File: src/rtl/sdram_init_seq.sv
module sdram_init_seq #(
  parameter int CLK_MHZ   = 200,
  parameter int PAUSE_NS  = 200000,
  parameter int T_RP      = 3,
  parameter int T_RSC     = 2,
  parameter int T_RC      = 9,
  parameter int N_REF     = 8,
  parameter int ADDR_W    = 13,
  parameter int DQM_W     = 2,
  parameter int AP_BIT    = 10,
  parameter logic [ADDR_W-1:0] MODE_WORD = 13'h0033
) (
  input  logic              clk,
  input  logic              rst,
  output logic              cs_n,
  output logic              ras_n,
  output logic              cas_n,
  output logic              we_n,
  output logic              cke,
  output logic [DQM_W-1:0]  dqm,
  output logic [ADDR_W-1:0] addr,
  output logic              done
);

  localparam int PAUSE_CYC = (PAUSE_NS * CLK_MHZ + 999) / 1000;
  localparam int CW = $clog2(PAUSE_CYC + T_RP + T_RSC + T_RC + 2);
  localparam int RW = $clog2(N_REF + 1);
  localparam logic [3:0] C_NOP = 4'b0111;
  localparam logic [3:0] C_PRE = 4'b0010;
  localparam logic [3:0] C_MRS = 4'b0000;
  localparam logic [3:0] C_REF = 4'b0001;

  typedef enum logic [1:0] {S_PRE, S_MRS, S_REF, S_END} st_t;

  st_t          st;
  logic [CW-1:0] cnt;
  logic [RW-1:0] nref;
  logic [3:0]    cmd;
  logic          fire;

  assign fire = (cnt == '0) && !rst;

  always_ff @(posedge clk) begin
    if (rst) begin
      st   <= S_PRE;
      cnt  <= CW'(PAUSE_CYC);
      nref <= '0;
    end else if (cnt != '0) begin
      cnt <= cnt - 1'b1;
    end else begin
      unique case (st)
        S_PRE: begin st <= S_MRS; cnt <= CW'(T_RP - 1);  end
        S_MRS: begin st <= S_REF; cnt <= CW'(T_RSC - 1); end
        S_REF: begin
          nref <= nref + 1'b1;
          cnt  <= CW'(T_RC - 1);
          if (nref == RW'(N_REF - 1)) st <= S_END;
        end
        default: ;
      endcase
    end
  end

  always_comb begin
    cmd  = C_NOP;
    addr = '0;
    if (fire) begin
      unique case (st)
        S_PRE: begin cmd = C_PRE; addr[AP_BIT] = 1'b1; end
        S_MRS: begin cmd = C_MRS; addr = MODE_WORD; end
        S_REF: cmd = C_REF;
        default: ;
      endcase
    end
  end

  assign {cs_n, ras_n, cas_n, we_n} = cmd;
  assign cke  = 1'b1;
  assign dqm  = '1;
  assign done = fire && (st == S_END);

  logic [3:0]    last_c;
  logic [CW-1:0] gap;
  logic [RW:0]   refs;

  always_ff @(posedge clk) begin
    if (rst) begin
      last_c <= C_NOP;
      gap    <= '0;
      refs   <= '0;
    end else if ({cs_n, ras_n, cas_n, we_n} != C_NOP) begin
      last_c <= {cs_n, ras_n, cas_n, we_n};
      gap    <= CW'(1);
      if ({cs_n, ras_n, cas_n, we_n} == C_REF) refs <= refs + 1'b1;
    end else if (gap != '1) begin
      gap <= gap + 1'b1;
    end
  end

  assert_pause_then_pre_R2: assert property (@(posedge clk) disable iff (rst)
    ({cs_n, ras_n, cas_n, we_n} != C_NOP && last_c == C_NOP) |->
      ({cs_n, ras_n, cas_n, we_n} == C_PRE && gap == CW'(PAUSE_CYC)));

  assert_mrs_gap_R4: assert property (@(posedge clk) disable iff (rst)
    ({cs_n, ras_n, cas_n, we_n} == C_MRS) |-> (last_c == C_PRE && gap == CW'(T_RP)));

  assert_ref_gap_R6: assert property (@(posedge clk) disable iff (rst)
    ({cs_n, ras_n, cas_n, we_n} == C_REF) |->
      ((last_c == C_MRS && gap == CW'(T_RSC)) || (last_c == C_REF && gap == CW'(T_RC))));

  assert_done_after_refs_R7: assert property (@(posedge clk) disable iff (rst)
    $rose(done) |-> (refs == (RW+1)'(N_REF) && last_c == C_REF && gap == CW'(T_RC)));

  assert_done_quiet_R7: assert property (@(posedge clk) disable iff (rst)
    done |-> ({cs_n, ras_n, cas_n, we_n} == C_NOP));

  assert_done_holds_R7: assert property (@(posedge clk) disable iff (rst)
    done |=> done);

endmodule

File: config.mk
export PLATFORM = sky130hd
export DESIGN_NAME = sdram_init_seq
export DESIGN_NICKNAME = d
export VERILOG_FILES = /design/src/rtl/sdram_init_seq.sv
export SDC_FILE = /design/constraint.sdc
export NUM_CORES = 1
export LEC_CHECK = 0
export BUFFER_PORTS_ARGS = -buffer_cell sky130_fd_sc_hd__buf_2
export CORE_MARGIN = 1
export CORE_UTILIZATION = 45
export DETAILED_ROUTE_END_ITERATION = 16
export HOLD_SLACK_MARGIN = 0.03
export PLACE_DENSITY_LB_ADDON = 0.12
export SLEW_MARGIN = 20
export SYNTH_ARGS = -nofsm -noshare
export SYNTH_HDL_FRONTEND = slang
export SYNTH_SLANG_ARGS = --single-unit
File: constraint.sdc
create_clock -name clk -period 5.08 [get_ports clk]
set_input_delay 0.508 -clock clk [delete_from_list [all_inputs] [get_ports clk]]
set_output_delay 0.508 -clock clk [all_outputs]
set_load 0.005 [all_outputs]
==> impl_metrics.tcl <==
set metrics [dict create \
    vdd_ir_drop_max_uv 186.2 \
    rows 19 \
    clkSlewWorstSetupHoldPaths_ns 0.11 \
    synth_area_um2 1416 \
    htreeDepth 1 \
    area.growth.synth_to_final_pct 1.767 \
    grt.total_usage_pct 17.41 \
    vias 1133 \
    synth_cell_types 46 \
    antennaDiodeCount 0 \
    cp-endpoint "we_n" \
    avgRoutedWirePerCell_um 12.75 \
    cts.repair.resized 0 \
    yosysTopAreaCellShare_pct 31.10 \
    status "complete, no violations" \
    numCtsBuffers 3 \
    yosysMostFrequentCell "dfxtp_1" \
    ant_nets 0 \
    detailed_place_hpwl_mm 1.867 \
    antenna_found_initial 0 \
    dp.cells 201 \
    drt-total-wl_mm 2.600 \
    setup.worst_path.start_class "flop" \
    fin_skew_ns 0.002909 \
    reg2reg_depth 4 \
    synth_commonest_cells "22 x dfxtp_1, 15 x buf_4, 12 x a21oi_1" \
    coreArea_um2 2877 \
    cp-end-kind "primary output" \
    drv_slew 0 \
    period_share_pct 57.25 \
    postCtsSetupRepairBufs 0 \
    routabilityCongestion 0.8037 \
    drtIter0Drc 33 \
    num-fill-cells 275 \
    crit_start "cnt[2]" \
    fin_crit_ns 2.908 \
    tightest_slew_ns 0.8502 \
    cts.path.max_buffers 2 \
    die-area_um2 3376 \
    power.density_nw_per_um2 230.4 \
    grt_max_degree 25 \
    numClockSinks 22 \
    yosysTopAreaCell "dfxtp_1" \
    die_x_um 58.10 \
    yosysWarnings 0 \
    hp-class "flop to flop" \
    final_area_um2 1441 \
    async_flop_share_pct 0 \
    die_y_um 58.10 \
    critical_path_arrival_ns 2.40 \
    path_max_fanout 18 \
    max_cap_violations 0 \
    syn_inst 160 \
    rsz0062_at_grt "no" \
    path_class "flop to primary output" \
    nets 175 \
    synthTopCellsByArea "dfxtp_1 31%, buf_4 8.0%, ha_1 8.0%, a21oi_1 4.2%, a211oi_1 3.2%" \
    place_area_um2 1419 \
    io_pins 23 \
    p_leak_uw 0.0005629 \
    reg2reg_to "nref[3]" \
    dr.pass1.iters 4 \
    postCtsHoldBufs 0 \
    grt_pass1_vias 979 \
    finalSetupViolations 0 \
    synth_seq_cells 22 \
    r2r_start "cnt[2]" \
    slew_headroom_pct 43.01 \
    timing.fmax_ghz 0.3439 \
    start_util_pct 49.24 \
    cts_tree "yes" \
    synth_ff_type "dfxtp_1" \
    finalHoldViolCount 0 \
    portBuffers 10 \
    crit_required_ns 4.57 \
    clockRootBuffer "clkbuf_4" \
    synth_edf_count 0 \
    syn_avg_cell_area_um2 8.852 \
    grt_pass1_wl_mm 4.574 \
    fin_setup_tns_ns 0 \
    viasPerCell 5.554 \
    drive_gt1_share_pct 14.81 \
    drc 0 \
    fin_cells 204 \
    grt_overflow_total 0 \
    clock_latency_ns 0.30 \
    ys_seq_area_share_pct 31.10 \
    regToRegSetupSlack_ns 2.87 \
]
[power by group]
group | internal (uW) | switching, uW
Clock | 27.6 | 48.4
Sequential | 183 | 14.7
Combinational | 22.5 | 35.7
[cells by family after synthesis]
kind of cell	Yosys count	synth area share, %
adders and majority gates	9	7.951
and+or+nand+nor	53	26.41
AOI/OAI and AO/OA	40	18.64
buffers and inverters	29	11.84
xor gates and xnor gates	2	1.237
muxes	3	2.297
DFF	22	31.10
other	2	0.5302
[how the worst min path moves through the flow]
stage | from | endpoint | slack (ns) | depth (start not counted)
after floorplan | nref[3] | nref[3] | 0.45 | 2
after global placement | nref[3] | nref[3] | 0.46 | 2
after detailed placement | nref[3] | nref[3] | 0.48 | 2
after CTS | nref[3] | nref[3] | 0.49 | 2
after global routing | nref[2] | nref[2] | 0.54 | 2
final | nref[3] | nref[3] | 0.49 | 2
[cell type report]
type                       count  area, um2  share of cell area [%]
timing repair buffer          10      50.05                   3.472
sequential                    22      440.4                   30.56
tap                           42      52.55                   3.646
clock buffer                   3      22.52                   1.563
inverter                       8      30.03                   2.083
multi-input combinational    119      845.8                   58.68
[flip-flops by register name, indices dropped and copies added (netlist names)]
name  flops
cnt      16
nref      4
st        2
[per-layer routing]
| metal | wire length (um) | up-vias | GRT usage [%] |
|---|---|---|---|
| met5 | 0 | - | 0 |
| met4 | 19 | 0 | 4.082 |
| met3 | 113 | 2 | 4.688 |
| met2 | 1176 | 32 | 27.91 |
| met1 | 1291 | 527 | 23.32 |
| li1 | - | 572 | - |
[cells in the final DEF, fill, tap and decap left out, drive strengths merged, types with 3 or more instances in the layout]
cell type / synthesis / final
a211oi: 6 / 6
o31ai: 3 / 3
o21ai: 7 / 7
nand4: 5 / 5
dfxtp: 22 / 22
nand2: 5 / 5
conb: 2 / 12
or4: 3 / 3
nor2: 8 / 8
clkbuf: 5 / 3
nor3: 6 / 6
nand3: 6 / 6
a21oi: 12 / 12
nor4: 3 / 3
or3: 4 / 4
a311oi: 3 / 3
inv: 8 / 8
and2: 3 / 3
ha: 9 / 9
buf: 16 / 10
[worst max-delay path, stage by stage, from the launching register on]
cell and delay, ns:
dfxtp_1 0.37, nor3_2 0.72, nand4_4 0.34, or3_1 0.41
nand2b_1 0.14, buf_2 0.12
[stage by stage]
step | setup WS (ns) | hold WS (ns) | utilization, % | power (uW)
6_report | 2.172 | 0.4903 | 50.11 | 332.1
5_1_grt | 1.968 | 0.5395 | 50.11 | 354.8
4_1_cts | 2.177 | 0.4925 | 50.11 | 337.4
3_5_place_dp | 2.536 | 0.4777 | 49.33 | 259.6
3_3_place_gp | 2.600 | 0.4623 | 49.33 | 258.2
2_1_floorplan | 3.012 | 0.4467 | - | 256.0
No activity file was read; power rests on OpenSTA's default activity.
